### src/rtl/pft_pkg.sv
package pft_pkg;
  typedef enum logic [1:0] {
    ST_IDLE  = 2'd0,
    ST_SETUP = 2'd1,
    ST_LOW   = 2'd2,
    ST_HIGH  = 2'd3
  } pft_state_e;
endpackage

### src/rtl/pft_tick.sv
module pft_tick #(
  parameter int HALF_CLKS = 4
) (
  input  logic clk,
  input  logic rst,
  input  logic run,
  output logic tick
);
  localparam int CW = (HALF_CLKS < 2) ? 1 : $clog2(HALF_CLKS);
  localparam logic [CW-1:0] LAST = CW'(HALF_CLKS - 1);

  logic [CW-1:0] cnt_q;

  assign tick = run && (cnt_q == LAST);

  always_ff @(posedge clk) begin
    if (rst || !run) begin
      cnt_q <= '0;
    end else if (tick) begin
      cnt_q <= '0;
    end else begin
      cnt_q <= cnt_q + 1'b1;
    end
  end
endmodule

### src/rtl/pft_shreg.sv
module pft_shreg #(
  parameter int FRAME_BITS = 9
) (
  input  logic                  clk,
  input  logic                  rst,
  input  logic                  load,
  input  logic [FRAME_BITS-1:0] load_val,
  input  logic                  shift,
  output logic                  msb
);
  logic [FRAME_BITS-1:0] q;

  assign msb = q[FRAME_BITS-1];

  always_ff @(posedge clk) begin
    if (rst) begin
      q <= '0;
    end else if (load) begin
      q <= load_val;
    end else if (shift) begin
      q <= {q[FRAME_BITS-2:0], 1'b0};
    end
  end
endmodule

### src/rtl/pft_ctrl.sv
module pft_ctrl #(
  parameter int FRAME_BITS = 9
) (
  input  logic clk,
  input  logic rst,
  input  logic req_valid,
  input  logic tick,
  input  logic msb,
  output logic req_ready,
  output logic done,
  output logic cs_n,
  output logic sck,
  output logic sdo,
  output logic load,
  output logic shift,
  output logic run
);
  import pft_pkg::*;

  localparam int BW = $clog2(FRAME_BITS);
  localparam logic [BW-1:0] LAST_BIT = BW'(FRAME_BITS - 1);

  pft_state_e    state_q;
  logic [BW-1:0] bit_q;

  assign run   = (state_q != ST_IDLE);
  assign load  = (state_q == ST_IDLE) && req_valid && req_ready;
  assign shift = tick && ((state_q == ST_SETUP) ||
                          ((state_q == ST_HIGH) && (bit_q != LAST_BIT)));

  always_ff @(posedge clk) begin
    if (rst) begin
      state_q   <= ST_IDLE;
      cs_n      <= 1'b1;
      sck       <= 1'b1;
      sdo       <= 1'b1;
      req_ready <= 1'b1;
      done      <= 1'b0;
      bit_q     <= '0;
    end else begin
      done <= 1'b0;
      case (state_q)
        ST_IDLE: begin
          if (req_valid && req_ready) begin
            state_q   <= ST_SETUP;
            cs_n      <= 1'b0;
            req_ready <= 1'b0;
            bit_q     <= '0;
          end
        end
        ST_SETUP: begin
          if (tick) begin
            state_q <= ST_LOW;
            sck     <= 1'b0;
            sdo     <= msb;
          end
        end
        ST_LOW: begin
          if (tick) begin
            state_q <= ST_HIGH;
            sck     <= 1'b1;
          end
        end
        default: begin
          if (tick) begin
            if (bit_q == LAST_BIT) begin
              state_q   <= ST_IDLE;
              cs_n      <= 1'b1;
              sdo       <= 1'b1;
              req_ready <= 1'b1;
              done      <= 1'b1;
            end else begin
              bit_q   <= bit_q + 1'b1;
              state_q <= ST_LOW;
              sck     <= 1'b0;
              sdo     <= msb;
            end
          end
        end
      endcase
    end
  end

  // the clock idles high while chip select is high
  assert_sck_idle_R1: assert property (@(posedge clk) disable iff (rst)
    cs_n |-> sck);

  // the block never offers ready during a frame
  assert_busy_not_ready_R7: assert property (@(posedge clk) disable iff (rst)
    !cs_n |-> !req_ready);

  // an accepted request opens a frame on the next cycle
  assert_accept_opens_R7: assert property (@(posedge clk) disable iff (rst)
    (req_valid && req_ready) |=> !cs_n);

  // data holds through a high clock phase inside a frame
  assert_sdo_stable_high_R5: assert property (@(posedge clk) disable iff (rst)
    (!cs_n && sck && $past(!cs_n && sck)) |-> $stable(sdo));

  // done appears only as chip select rises
  assert_done_on_release_R8: assert property (@(posedge clk) disable iff (rst)
    done |-> $rose(cs_n));

  // the data line is parked high when chip select is released
  assert_park_high_R6: assert property (@(posedge clk) disable iff (rst)
    $rose(cs_n) |-> (sdo && sck));
endmodule

### src/rtl/panel_frame_tx.sv
module panel_frame_tx #(
  parameter int PAYLOAD_W = 8,
  parameter int HALF_CLKS = 4
) (
  input  logic                 clk,
  input  logic                 rst,
  input  logic                 req_valid,
  output logic                 req_ready,
  input  logic                 req_is_data,
  input  logic [PAYLOAD_W-1:0] req_payload,
  output logic                 done,
  output logic                 cs_n,
  output logic                 sck,
  output logic                 sdo
);
  localparam int FRAME_BITS = PAYLOAD_W + 1;

  logic tick, msb, load, shift, run;

  pft_tick #(.HALF_CLKS(HALF_CLKS)) u_tick (
    .clk (clk),
    .rst (rst),
    .run (run),
    .tick(tick)
  );

  pft_shreg #(.FRAME_BITS(FRAME_BITS)) u_shreg (
    .clk     (clk),
    .rst     (rst),
    .load    (load),
    .load_val({req_is_data, req_payload}),
    .shift   (shift),
    .msb     (msb)
  );

  pft_ctrl #(.FRAME_BITS(FRAME_BITS)) u_ctrl (
    .clk      (clk),
    .rst      (rst),
    .req_valid(req_valid),
    .tick     (tick),
    .msb      (msb),
    .req_ready(req_ready),
    .done     (done),
    .cs_n     (cs_n),
    .sck      (sck),
    .sdo      (sdo),
    .load     (load),
    .shift    (shift),
    .run      (run)
  );
endmodule

### config.mk
export PLATFORM = sky130hd
export DESIGN_NAME = panel_frame_tx
export DESIGN_NICKNAME = d
export VERILOG_FILES = /design/src/rtl/pft_pkg.sv /design/src/rtl/pft_tick.sv /design/src/rtl/pft_shreg.sv /design/src/rtl/pft_ctrl.sv /design/src/rtl/panel_frame_tx.sv
export SDC_FILE = /design/constraint.sdc
export NUM_CORES = 1
export LEC_CHECK = 0
export BUFFER_PORTS_ARGS = -buffer_cell sky130_fd_sc_hd__buf_2
export CORE_MARGIN = 2
export CORE_UTILIZATION = 30
export DETAILED_ROUTE_END_ITERATION = 8
export PLACE_DENSITY = 0.44
export REMOVE_ABC_BUFFERS = 1
export SLEW_MARGIN = 10
export SYNTH_ARGS = -nofsm -noshare
export SYNTH_HDL_FRONTEND = slang
export SYNTH_SLANG_ARGS = --single-unit
export TNS_END_PERCENT = 10
### constraint.sdc
create_clock -name clk -period 2.4 [get_ports clk]
set_clock_uncertainty 0.2 [all_clocks]
set_input_delay 0.36 -clock clk [delete_from_list [all_inputs] [get_ports clk]]
set_output_delay 0.36 -clock clk [all_outputs]
set_load 0.05 [all_outputs]
### Word-level counts from Yosys, hierarchy flattened

Index checks and enable logic that the tools add are counted.

| word-level totals | value |
|---|---|
| bits in registers | 21 |
| bits in latches | 0 |
| memory bits (writable) | 0 |
| bits in read-only memories | 0 |
| input bits | 12 |
| output and inout port bits | 5 |
| memories | 0 |

| cells by class | value |
|---|---|
| add/subtract/negate cells | 2 |
| multipliers | 0 |
| div/mod/pow operators | 0 |
| magnitude comparators | 0 |
| eq/ne operators | 11 |
| shift-type cells | 0 |
| muxes and demuxes | 26 |
| bitwise operators | 4 |
| reduce and logical (&&, ||, !) cells | 23 |

Operators with widths:

| cell | count |
|---|---|
| 9-bit 2-to-1 mux | 2 |
| 4-bit 2-to-1 mux | 3 |
| 4-bit AND reduction | 3 |
| 1-bit 2-to-1 mux | 11 |
| 2-bit 2-to-1 mux | 5 |
| 4-bit case mux with 2 select lines | 1 |
| 2-bit nonzero test | 4 |
| 2-bit equality test, second input constant | 3 |
| 1-bit logical AND | 6 |
| 2-bit by 1-bit inequality test with 1-bit output, second input constant | 3 |
| 2-bit case mux with 3 select lines | 1 |
| 2-bit OR reduction | 3 |
| 5-bit OR reduction | 1 |
| 4-bit by 1-bit adder with 4-bit output, second input constant | 1 |
| 4-bit equality test, second input constant | 1 |
| 4-bit inequality test, second input constant | 1 |
| 1-bit inverter | 4 |
| 1-bit case mux with 2 select lines | 2 |
| 3-bit by 2-bit inequality test with 1-bit output, second input constant | 1 |
| 1-bit case mux with 3 select lines | 1 |
| 3-bit AND reduction | 1 |
| 2-bit by 1-bit adder with 2-bit output, second input constant | 1 |
| 2-bit by 1-bit equality test with 1-bit output, second input constant | 1 |
| 2-bit logical NOT | 1 |
| 4 further kinds | 5 |

### Logic depth before layout (Yosys ltp)

| logic depth | value |
|---|---|
| word-level depth | 6 |
| mapped depth | 6 |
| gate-level depth less buffers | 5 |

### Cells and area by module

Synthesis repeated with hierarchy kept, for this count alone.

| second synthesis, totals | value |
|---|---|
| cells, all modules | 119 |
| area total of the unflattened synthesis | 1159.9 um^2 |

Modules (own cells, without submodules):

| module | times used | cells each | area each (um^2) | sequential area each (um^2) |
|---|---|---|---|---|
| pft_ctrl | 1 | 73 | 668.1 | 200.2 |
| pft_shreg | 1 | 40 | 411.6 | 180.2 |
| pft_tick | 1 | 6 | 80.1 | 40.0 |

### Worst setup path after synthesis

No wires, ideal clock.

| path | value |
|---|---|
| path kind | reg-to-reg |
| start | reg u_ctrl.state_q[1] |
| end | reg u_ctrl.bit_q[0] |
| data arrival time | 1.592 ns |
| path slack | 0.485 ns |
| stages on the path, launching flop included | 7 |
| path buffers | 1 |
| clock period less this slack | 1.915 ns |
| cell sequence | dfxtp_1 inv_1 ha_1 nand2b_1 buf_2 a211oi_2 mux2_1 |

| between the ends | value |
|---|---|
| longest elaborated chain between the ends | 4 |

Ends and longest elaborated chain:

| what | line | text |
|---|---|---|
| start, declared | pft_ctrl.sv:23 | `pft_state_e state_q;` |
| start signal, assigned | pft_ctrl.sv:33 | `state_q <= ST_IDLE;` |
| start signal, assigned | pft_ctrl.sv:45 | `state_q <= ST_SETUP;` |
| start signal, assigned | pft_ctrl.sv:53 | `state_q <= ST_LOW;` |
| 2-bit equality test, or another cell as far along | pft_ctrl.sv:42 | `case (state_q)` |
| 2-bit OR reduction (no line) / 1-bit logical AND (equally long branches) | n/a |  |
| 1-bit inverter (no line) / 2-bit nonzero test (equally long branches) | n/a |  |
| 4-bit AND reduction (no line) | n/a |  |
| end signal, assigned | pft_ctrl.sv:73 | `bit_q <= bit_q + 1'b1;` |
| end, declared | pft_ctrl.sv:24 | `logic [BW-1:0] bit_q;` |

Several ways; a longest one is shown, not always the timed one.
A chain may end at the register's enable or synchronous reset.

### Worst setup path in the final report

Ends and elaborated chain as after synthesis.

==> qor.yml <==
finalCritPeriodShare_pct: 90.2
first_global_vias: 1035
ys.flop_type: "dfxtp_1"
internal_power_mw: 0.801
crit_path_start_kind: "flop"
crit_chain: "inv_1, ha_1, nand2b_1, a211oi_2, mux2_1"
leakagePower_nw: 0.536
cts_tree: "yes"
synth.area.top_cells: "dfxtp_1 (33%), a211oi_2 (8.8%), ha_1 (8.8%)"
antennaDiodeCount: 0
r2r_setup_slack_ns: 0.23
cts.sinks: 21
cp_slowest_cell: "dfxtp_1"
fin_area_um2: 1450
irDropWorstVdd_mv: 0.397
async_reset_ff_share_pct: 0
p_sw_mw: 0.585
initial_core_util_pct: 31.4
die_height_um: 69.2
dieArea_um2: 4780
clk_latency_ns: 0.27
cts_setup_buffers: 0
cts_buffers: 3
drt.antenna.violating_nets: 0
slew_violations: 0
swShare_pct: 42.2
crit_family: "flip-flops"
core_um2: 4060
h-tree-depth: 1
ys_seq_area_share_pct: 33.0
yosysTopAreaCellShare_pct: 33.0
dpl_worst_slack_ns: 0.216
final_nets: 171
fin_ws_ns: 0.234
clockBufferDepth: 2
setup_viol: 0
root_buffer: "clkbuf_8"
period_needed_ns: 2.17
gp_congestion: 0.717
synth.distinct_cells: 42
power.share.sequential_pct: 34.9
comb_power_share_pct: 47.0
grt_usage_pct: 12.9
yosys-top-cells-count: "dfxtp_1 (21), nor2_1 (16), a211oi_2 (9), ha_1 (9), nor4_1 (9)"
hold_class: "input pin to flop"
finalHoldViolCount: 0
drive_gt1_share_pct: 24.8
slew_headroom_pct: 70.1
dpl_cell_area_um2: 1400
cts-resized-gates: 0
synth_edf_count: 0
avgSynthCellArea_um2: 9.58
timing.hold.ws_ns: 0.142
max_freq_mhz: 462
max_stage_delay_ns: 0.46
post-route-util_pct: 35.7
synth.cell_area_um2: 1270
num_rows: 23
portBuffers: 16
max-cap-violations: 0
rsz0062_at_grt: "no"
grt_first_pass_wirelength_um: 5030
critical_path_buf_inv_count: 1
dp_hpwl_um: 2140
io_pins: 17
endpoint_kind: "flop"
drc: 0
dr.pass1.iters: 4
wire_per_inst_um: 14.9
hold_buffers: 0
synthMostInstantiatedCell: "dfxtp_1"
powerDensity_nw_per_um2: 956
yosys_warnings: 0
status: "finished clean"
grt_max_degree: 26
drtIter0Drc: 57
die_x_um: 69.2
synthCells: 133
wl_um: 2970
synth_top_area_cell: "dfxtp_1"
power_mw: 1.39
power.share.clock_pct: 18.0
tightest_slew_ns: 0.448
routed_via_density: 5.26
vias: 1046
crit_type: "flop to flop"
cp_max_fo: 8
antenna_found_initial: 0
clkTransAtPathRegs_ns: 0.09
ys_seq_elements: 21
arrival_ns: 2.14
area_delta_synth_final_pct: 13.9
grt-ovfl-total: 0
worstPathRequired_ns: 2.37
power groups by stage:
stage	clock network (mW)	logic, mW	registers, mW
floorplan	0	0.434	0.526
CTS	0.260	0.660	0.485
global route	0.276	0.724	0.496
detailed placement	0	0.658	0.492
finish	0.250	0.652	0.484
global placement	0	0.646	0.491
cell usage in the layout, fill, tap and decap left out, types with 3 or more instances in the layout:
master / instances
a211oi_2: 9
buf_2: 16
buf_4: 4
clkbuf_8: 3
dfxtp_1: 21
ha_1: 9
inv_1: 6
mux2i_1: 3
nand2b_1: 3
nand3_1: 3
nand3b_1: 3
nor2_1: 16
nor3_1: 3
nor4_1: 9
o21bai_1: 8
worst paths after layout:
| check | from | to | depth (start not counted) |
|---|---|---|---|
| setup / recovery | u_ctrl.state_q[1] | u_ctrl.bit_q[0] | 5 |
| hold / removal | req_payload[0] | u_shreg.q[0] | 3 |
| setup reg to reg | u_ctrl.state_q[1] | u_ctrl.bit_q[0] | 5 |
| hold reg to reg | u_tick.cnt_q[0] | u_tick.cnt_q[0] | 1 |
cell families (layout without fill, tap and decap cells):
family | count (synthesis) | count (layout) | share of synthesized area, %
buffers and inverters | 14 | 30 | 5.30
DFF | 21 | 21 | 33.0
AOI/OAI and AO/OA | 32 | 32 | 24.4
muxes | 4 | 4 | 3.24
adders and majority gates | 9 | 9 | 8.84
and+or+nand+nor | 53 | 53 | 25.2
tightest hold or removal path, stage by stage:
cell	delay, ns
buf_2	0.10
nand2_1	0.05
a21oi_1	0.06
metrics by stage:
step | cells | setup TNS, ns
floorplan | 125 | -0.979
global placement | 195 | 0
detailed placement | 195 | 0
CTS | 199 | 0
global route | 199 | 0
finish | 199 | 0
registers in the layout (all words and copies together), names as in the netlist:
| name | cells |
|---|---|
| u_shreg.q | 9 |
| u_ctrl.sdo | 1 |
| u_ctrl.state_q | 2 |
| u_ctrl.sck | 1 |
| u_ctrl.bit_q | 4 |
| u_ctrl.req_ready | 1 |
| u_tick.cnt_q | 2 |
| u_ctrl.done | 1 |
layer usage:
metal	track usage [%]	vias up	wire, um
met1	16.8	496	1440
met4	5.88	0	53
met2	20.3	15	1380
met3	2.63	5	96
li1	-	530	-
met5	0	-	0
area by class of cell:
cell class / count / area (um^2)
fill: 425 / 2610
multi-input combinational: 98 / 786
sequential: 21 / 420
timing repair buffer: 20 / 110
tap: 50 / 62.6
clock buffer: 3 / 41.3
inverter: 6 / 22.5
clock inverter: 1 / 7.51
Power figures use the tool's default switching activity.
